--- config.mk ---
export PLATFORM = sky130hd
export DESIGN_NAME = bus_burst_monitor
export DESIGN_NICKNAME = d
export VERILOG_FILES = /design/src/rtl/bbm_pkg.sv /design/src/rtl/bbm_beat_decode.sv /design/src/rtl/bbm_burst_seq.sv /design/src/rtl/bbm_err_track.sv /design/src/rtl/bbm_sat_cnt.sv /design/src/rtl/bus_burst_monitor.sv
export SDC_FILE = /design/constraint.sdc
export NUM_CORES = 1
export LEC_CHECK = 0
export CORE_ASPECT_RATIO = 1.2
export CORE_MARGIN = 1
export CORE_UTILIZATION = 49
export CTS_BUF_LIST = sky130_fd_sc_hd__clkbuf_8
export CTS_CLUSTER_SIZE = 12
export DETAILED_ROUTE_END_ITERATION = 8
export PLACE_DENSITY = 0.79
export SYNTH_ARGS = -nofsm -noshare
export SYNTH_HDL_FRONTEND = slang
export SYNTH_HIERARCHICAL = 1
export SYNTH_SLANG_ARGS = --single-unit
--- constraint.sdc ---
create_clock -name clk -period 3.1 [get_ports clk]
set_clock_uncertainty 0.15 [all_clocks]
set_input_delay 0.62 -clock clk [delete_from_list [all_inputs] [get_ports clk]]
set_output_delay 0.62 -clock clk [all_outputs]
set_load 0.02 [all_outputs]
--- src/rtl/bbm_pkg.sv ---
package bbm_pkg;

    // Cycle-type identifier codes the monitor understands
    localparam logic [2:0] CTI_CLASSIC = 3'b000;
    localparam logic [2:0] CTI_INCR    = 3'b010;
    localparam logic [2:0] CTI_LAST    = 3'b111;

    // Classification of one bus clock
    typedef enum logic [2:0] {
        BEAT_NONE,
        BEAT_SINGLE,
        BEAT_INCR,
        BEAT_END,
        BEAT_BAD
    } beat_kind_e;

    // Violation codes reported on err_code
    typedef enum logic [1:0] {
        ERRC_NONE   = 2'd0,
        ERRC_NESTED = 2'd1,
        ERRC_PROTO  = 2'd2
    } err_code_e;

    // Burst sequencer states
    typedef enum logic {
        SEQ_IDLE,
        SEQ_BURST
    } seq_state_e;

    // Error tracker states
    typedef enum logic {
        ERR_CLEAN,
        ERR_HELD
    } err_state_e;

endpackage

--- src/rtl/bbm_beat_decode.sv ---
module bbm_beat_decode
    import bbm_pkg::*;
(
    input  logic       cyc,
    input  logic       ack,
    input  logic [2:0] cti,
    output beat_kind_e kind
);

    always_comb begin
        if (!(cyc && ack)) begin
            kind = BEAT_NONE;
        end else begin
            unique case (cti)
                CTI_CLASSIC: kind = BEAT_SINGLE;
                CTI_INCR:    kind = BEAT_INCR;
                CTI_LAST:    kind = BEAT_END;
                default:     kind = BEAT_BAD;
            endcase
        end
    end

endmodule

--- src/rtl/bbm_burst_seq.sv ---
module bbm_burst_seq
    import bbm_pkg::*;
#(
    parameter int BURST_LEN = 4,
    parameter int CW        = $clog2(BURST_LEN + 1)
) (
    input  logic          clk,
    input  logic          rst,
    input  beat_kind_e    kind,
    input  logic          we,
    output logic          ev_single_rd,
    output logic          ev_single_wr,
    output logic          ev_burst_rd,
    output logic          ev_burst_wr,
    output logic          ev_err,
    output err_code_e     ev_code,
    output logic [CW-1:0] beat_cnt
);

    // Position that makes an end beat legal, and the ceiling of the position
    localparam logic [CW-1:0] LAST_POS = CW'(BURST_LEN - 1);
    localparam logic [CW-1:0] CAP_POS  = CW'(BURST_LEN);

    seq_state_e    state_q, state_d;
    logic [CW-1:0] cnt_q, cnt_d;
    logic [CW-1:0] cnt_bump;

    // The position stops at CAP_POS so an overlong burst stays detectable
    assign cnt_bump = (cnt_q == CAP_POS) ? cnt_q : cnt_q + 1'b1;

    // State register
    always_ff @(posedge clk) begin
        if (rst) begin
            state_q <= SEQ_IDLE;
            cnt_q   <= '0;
        end else begin
            state_q <= state_d;
            cnt_q   <= cnt_d;
        end
    end

    // Next state and beat events
    always_comb begin
        state_d      = state_q;
        cnt_d        = cnt_q;
        ev_single_rd = 1'b0;
        ev_single_wr = 1'b0;
        ev_burst_rd  = 1'b0;
        ev_burst_wr  = 1'b0;
        ev_err       = 1'b0;
        ev_code      = ERRC_NONE;
        unique case (state_q)
            SEQ_IDLE: begin
                unique case (kind)
                    BEAT_NONE: begin
                    end
                    BEAT_SINGLE: begin
                        ev_single_wr = we;
                        ev_single_rd = !we;
                    end
                    BEAT_INCR: begin
                        // open
                        cnt_d   = cnt_bump;
                        state_d = SEQ_BURST;
                    end
                    BEAT_END: begin
                        // Only a one-beat burst may end from idle
                        if (cnt_q == LAST_POS) begin
                            ev_burst_wr = we;
                            ev_burst_rd = !we;
                        end else begin
                            ev_err  = 1'b1;
                            ev_code = ERRC_PROTO;
                        end
                    end
                    default: begin
                        ev_err  = 1'b1;
                        ev_code = ERRC_PROTO;
                    end
                endcase
            end
            SEQ_BURST: begin
                unique case (kind)
                    BEAT_NONE: begin
                    end
                    BEAT_SINGLE: begin
                        ev_err  = 1'b1;
                        ev_code = ERRC_NESTED;
                    end
                    BEAT_INCR: begin
                        // extend
                        cnt_d = cnt_bump;
                    end
                    BEAT_END: begin
                        if (cnt_q == LAST_POS) begin
                            // close
                            ev_burst_wr = we;
                            ev_burst_rd = !we;
                            cnt_d       = '0;
                            state_d     = SEQ_IDLE;
                        end else begin
                            ev_err  = 1'b1;
                            ev_code = ERRC_PROTO;
                        end
                    end
                    default: begin
                        ev_err  = 1'b1;
                        ev_code = ERRC_PROTO;
                    end
                endcase
            end
            default: begin
                state_d = SEQ_IDLE;
                cnt_d   = '0;
            end
        endcase
    end

    assign beat_cnt = cnt_q;

endmodule

--- src/rtl/bbm_err_track.sv ---
module bbm_err_track
    import bbm_pkg::*;
(
    input  logic       clk,
    input  logic       rst,
    input  logic       clr,
    input  logic       ev_err,
    input  err_code_e  ev_code,
    output logic       err_flag,
    output logic [1:0] err_code
);

    err_state_e state_q, state_d;
    err_code_e  code_q, code_d;

    // State register
    always_ff @(posedge clk) begin
        if (rst) begin
            state_q <= ERR_CLEAN;
            code_q  <= ERRC_NONE;
        end else begin
            state_q <= state_d;
            code_q  <= code_d;
        end
    end

    // Next state
    always_comb begin
        state_d = state_q;
        code_d  = code_q;
        unique case (state_q)
            ERR_CLEAN: begin
                if (ev_err) begin
                    // trip
                    state_d = ERR_HELD;
                    code_d  = ev_code;
                end
            end
            ERR_HELD: begin
                if (clr && ev_err) begin
                    // re-arm: the clear drops the old code, the new beat is kept
                    code_d = ev_code;
                end else if (clr) begin
                    // wipe
                    state_d = ERR_CLEAN;
                    code_d  = ERRC_NONE;
                end
            end
            default: begin
                state_d = ERR_CLEAN;
                code_d  = ERRC_NONE;
            end
        endcase
    end

    // Outputs
    always_comb begin
        err_flag = (state_q == ERR_HELD);
        err_code = code_q;
    end

endmodule

--- src/rtl/bbm_sat_cnt.sv ---
module bbm_sat_cnt #(
    parameter int W = 16
) (
    input  logic         clk,
    input  logic         rst,
    input  logic         inc,
    output logic [W-1:0] cnt
);

    localparam logic [W-1:0] TOP = {W{1'b1}};

    logic [W-1:0] cnt_q;

    always_ff @(posedge clk) begin
        if (rst) begin
            cnt_q <= '0;
        end else if (inc && (cnt_q != TOP)) begin
            cnt_q <= cnt_q + 1'b1;
        end
    end

    assign cnt = cnt_q;

endmodule

--- src/rtl/bus_burst_monitor.sv ---
module bus_burst_monitor
    import bbm_pkg::*;
#(
    parameter int BURST_LEN = 4,
    parameter int CNT_W     = 16
) (
    input  logic             clk,
    input  logic             rst,
    input  logic             bus_cyc,
    input  logic             bus_we,
    input  logic [2:0]       bus_cti,
    input  logic             bus_ack,
    input  logic             clr_err,
    output logic [CNT_W-1:0] single_rd_cnt,
    output logic [CNT_W-1:0] single_wr_cnt,
    output logic [CNT_W-1:0] burst_rd_cnt,
    output logic [CNT_W-1:0] burst_wr_cnt,
    output logic             err_flag,
    output logic [1:0]       err_code
);

    localparam int CW      = $clog2(BURST_LEN + 1);
    localparam int NUM_CNT = 4;

    beat_kind_e       kind;
    logic             ev_single_rd, ev_single_wr, ev_burst_rd, ev_burst_wr;
    logic             ev_err;
    err_code_e        ev_code;
    logic [CW-1:0]    beat_cnt;
    logic [NUM_CNT-1:0] inc_vec;
    logic [CNT_W-1:0] cnt_arr [NUM_CNT];

    bbm_beat_decode u_decode (
        .cyc  (bus_cyc),
        .ack  (bus_ack),
        .cti  (bus_cti),
        .kind (kind)
    );

    bbm_burst_seq #(
        .BURST_LEN (BURST_LEN),
        .CW        (CW)
    ) u_seq (
        .clk          (clk),
        .rst          (rst),
        .kind         (kind),
        .we           (bus_we),
        .ev_single_rd (ev_single_rd),
        .ev_single_wr (ev_single_wr),
        .ev_burst_rd  (ev_burst_rd),
        .ev_burst_wr  (ev_burst_wr),
        .ev_err       (ev_err),
        .ev_code      (ev_code),
        .beat_cnt     (beat_cnt)
    );

    bbm_err_track u_err (
        .clk      (clk),
        .rst      (rst),
        .clr      (clr_err),
        .ev_err   (ev_err),
        .ev_code  (ev_code),
        .err_flag (err_flag),
        .err_code (err_code)
    );

    // Counter slots: 0 single read, 1 single write, 2 burst read, 3 burst write
    assign inc_vec = {ev_burst_wr, ev_burst_rd, ev_single_wr, ev_single_rd};

    for (genvar g = 0; g < NUM_CNT; g++) begin : g_total
        bbm_sat_cnt #(
            .W (CNT_W)
        ) u_cnt (
            .clk (clk),
            .rst (rst),
            .inc (inc_vec[g]),
            .cnt (cnt_arr[g])
        );
    end

    assign single_rd_cnt = cnt_arr[0];
    assign single_wr_cnt = cnt_arr[1];
    assign burst_rd_cnt  = cnt_arr[2];
    assign burst_wr_cnt  = cnt_arr[3];

endmodule

==> impl_metrics.py <==
metrics = {
    "detailed_routing": {
        "drt-vias-per-instance": 6.05,
        "drtIter0Drc": 162,
        "wl_mm": 9.89,
        "drc": 0,
        "antenna_left": 0,
        "vias": 3982,
        "dr.pass1.iters": 5,
        "post_drt_wl_per_cell_um": 15.0,
    },
    "grt": {
        "grt_pass1_vias": 3772,
        "antenna_found_initial": 0,
        "grt_pass1_wl_mm": 16.5,
        "grt_max_degree": 42,
        "grt-ovfl-total": 0,
        "gr-usage-all-layers_pct": 23.5,
    },
    "placed_design": {
        "routabilityCongestion": 0.864,
        "dp_hpwl_mm": 6.96,
        "port_buffers": 75,
        "placed_cells": 642,
    },
    "setup_path": {
        "cp_max_fo": 9,
        "worst_setup_path_end_kind": "register",
        "crit_top_cell": "buf_4",
        "crit_path_max_incr_delay_ns": 0.48,
        "cp-start-kind": "input pin",
        "path_cells": "clkdlybuf4s50_1, buf_4, xor2_2, nor3b_2, buf_4, nand2b_2, nor4b_4, nand2_1, nor4bb_1, mux2_2",
        "critPathKind": "input pin to register",
        "critPathRequiredTime_ns": 3.19,
        "cp-startpoint": "bus_cti[2]",
        "cp_slowest_cell": "clkdlybuf4s50_1",
        "timing.rr.start": "u_seq/beat_cnt[0]",
        "cp.arrival_ns": 3.07,
    },
    "sta": {
        "fmax_ghz": 0.335,
        "rsz0062_at_grt": "true",
        "hold_slack_ns": 0.372,
        "drv_slew": 0,
        "fin_crit_sh_pct": 96.3,
        "tightest_slew_ns": 0.770,
        "min_period_ns": 2.98,
        "slew_headroom_pct": 48.3,
        "setup_violations": 0,
        "finalHoldViolations": 0,
        "fin_tns_setup_ns": 0,
    },
    "job": {
        "drv_cap": 0,
    },
    "logic_synthesis": {
        "ys_seq_elements": 71,
        "synthFlopType": "dfxtp_1",
        "yosysSeqAreaShare_pct": 36.2,
        "syn_inst": 455,
        "syn-cell-area_sq_um": 3930,
        "post_synth_num_cell_types": 47,
        "synth-async-reset-ratio_pct": 0,
        "syn_nets": 471,
        "yosys_warnings": 6,
        "synth.avg_cell_area_sq_um": 8.63,
        "synth-edff-count": 0,
    },
    "die": {
        "die_y_um": 100,
        "die_w_um": 83.7,
        "dieArea_sq_um": 8380,
        "coreArea_sq_um": 7710,
        "initial_core_util_pct": 50.9,
        "io_pins": 76,
        "num_rows": 35,
    },
    "min_path": {
        "hold_path_class": "register to register",
        "worstHoldStart": "u_seq/beat_cnt[0]",
    },
    "clocking": {
        "cts_made_buffers": 9,
        "clk_pin_slew_ns": 0.08,
        "cts-root-buf": "clkbuf_8",
        "clk_latency_ns": 0.35,
        "clock-sinks": 71,
        "tritoncts": "built",
        "htree_levels": 3,
        "clk_path_buf_depth": 2,
    },
    "cells_and_area": {
        "final_cell_mix": "74 x clkdlybuf4s50_1, 71 x dfxtp_1, 42 x a21oi_1",
        "diodes": 0,
        "layout_commonest_cell": "clkdlybuf4s50_1",
        "fin_nets": 577,
        "drive_gt1_share_pct": 15.2,
        "final_cells": 658,
        "syn_to_final_growth_pct": 35.0,
    },
    "pwr": {
        "powerDensity_nw_per_um2": 365,
        "ir_worst_vdd_uv": 215,
        "p_leak_nw": 1.74,
    },
    "run_status": {
        "status": "completed",
    },
}
kinds of logic after synthesis:
logic type | after synthesis | share of synthesized area (%)
XOR/XNOR | 9 | 2.01
buffers and inverters | 34 | 3.38
AND/OR/NAND/NOR | 218 | 36.0
multiplexers | 9 | 2.55
adder cells (fa/ha/maj) | 7 | 2.23
flip-flops | 71 | 36.2
AO/OA/AOI/OAI | 107 | 17.6
cell type report:
class                      count  area [sq um]
clock inverter                 5           104
fill                         650          2410
clock buffer                  11           151
multi-input combinational    350          2420
inverter                      18          67.6
sequential                    71          1420
tap                           92           115
timing repair buffer         111          1020
metal layers:
metal	routed length [um]	vias up	global-route usage, %	part of all wire (%)
met5	0	-	0	0
met1	4310	1917	27.5	44
li1	-	1959	-	-
met2	5120	94	43.4	52
met4	144	0	9.78	1.5
met3	312	12	2.88	3.2
critical path: cells and delay by family:
family        cells  cell delay [ns]
mux               1             0.37
xor+xnor          1             0.14
simple gates      5             1.18
buf+inv           3             0.76
synthesized netlist by cell type (4+ instances only):
cell type / instances / area share, %
dfxtp_1: 71 / 36
a21oi_1: 43 / 5.5
or4_1: 29 / 5.5
nand2_1: 26 / 2.5
nor2_1: 26 / 2.5
o31ai_1: 26 / 5.0
nand3_1: 25 / 3.2
inv_1: 18 / 1.7
nor3_1: 17 / 2.2
o21ai_0: 16 / 2.0
or3_1: 14 / 2.2
and4_1: 12 / 2.7
nand4_1: 12 / 1.9
nor4_1: 10 / 1.6
nor2b_1: 9 / 1.4
clkbuf_1: 8 / 0.76
xnor2_1: 8 / 1.8
ha_1: 7 / 2.2
o21a_1: 6 / 1.1
nand2b_1: 5 / 0.80
and3_1: 4 / 0.64
buf_1: 4 / 0.38
buf_2: 4 / 0.51
mux2_2: 4 / 1.1
mux2i_1: 4 / 1.0
nand2_2: 4 / 0.64
nand3b_1: 4 / 0.76
nand4_4: 4 / 2.2
nor4_4: 4 / 2.2
nor4bb_1: 4 / 1.0
o311ai_0: 4 / 0.89
o41ai_1: 4 / 0.89
worst paths after layout:
path / endpoint / slack, ns / depth (start not counted)
hold reg to reg: u_seq/beat_cnt[0] / 0.37 / 2
setup / recovery: g_total[1].u_cnt/cnt[11] / 0.12 / 10
setup reg to reg: g_total[2].u_cnt/cnt[7] / 0.73 / 9
hold / removal: u_seq/beat_cnt[0] / 0.37 / 2
per-stage QoR:
| step | power [mW] | area, sq um | utilization [%] | worst slack (ns) |
|---|---|---|---|---|
| 6_report | 1.93 | 5300 | 68.8 | 0.116 |
| 5_1_grt | 1.98 | 5300 | 68.8 | -0.0423 |
| 4_1_cts | 1.94 | 5260 | 68.3 | 0.0762 |
| 3_5_place_dp | 1.01 | 5000 | 64.9 | -0.397 |
| 3_3_place_gp | 1.01 | 5000 | 64.9 | -0.280 |
| 2_1_floorplan | 0.974 | 3940 | - | 0.0676 |
registers in the layout, summed over array words and instances, names as in the netlist:
signal and cells:
g_total.u_cnt/cnt 64, u_seq/beat_cnt 3, u_err/err_code 2, u_err/err_flag 1
u_seq/state_q 1
repair_timing:
action / in CTS / in global routing
endpoints found under the hold margin: 0 / 0
pin swaps: 0 / 1
gates cloned: 0 / 0
hold buffers: 0 / 0
setup endpoints to repair: 3 / 20
setup buffers: 0 / 0
gates resized for setup: 1 / 6
report_power, final:
group | internal [mW] | leakage, nW | switching (mW) | total (mW)
Clock | 0.579 | 0.130 | 0.363 | 0.942
Combinational | 0.0349 | 1.03 | 0.0392 | 0.0741
Sequential | 0.914 | 0.572 | 0.00355 | 0.917
Total | 1.53 | 1.74 | 0.406 | 1.93
Power figures use the tool's default switching activity.
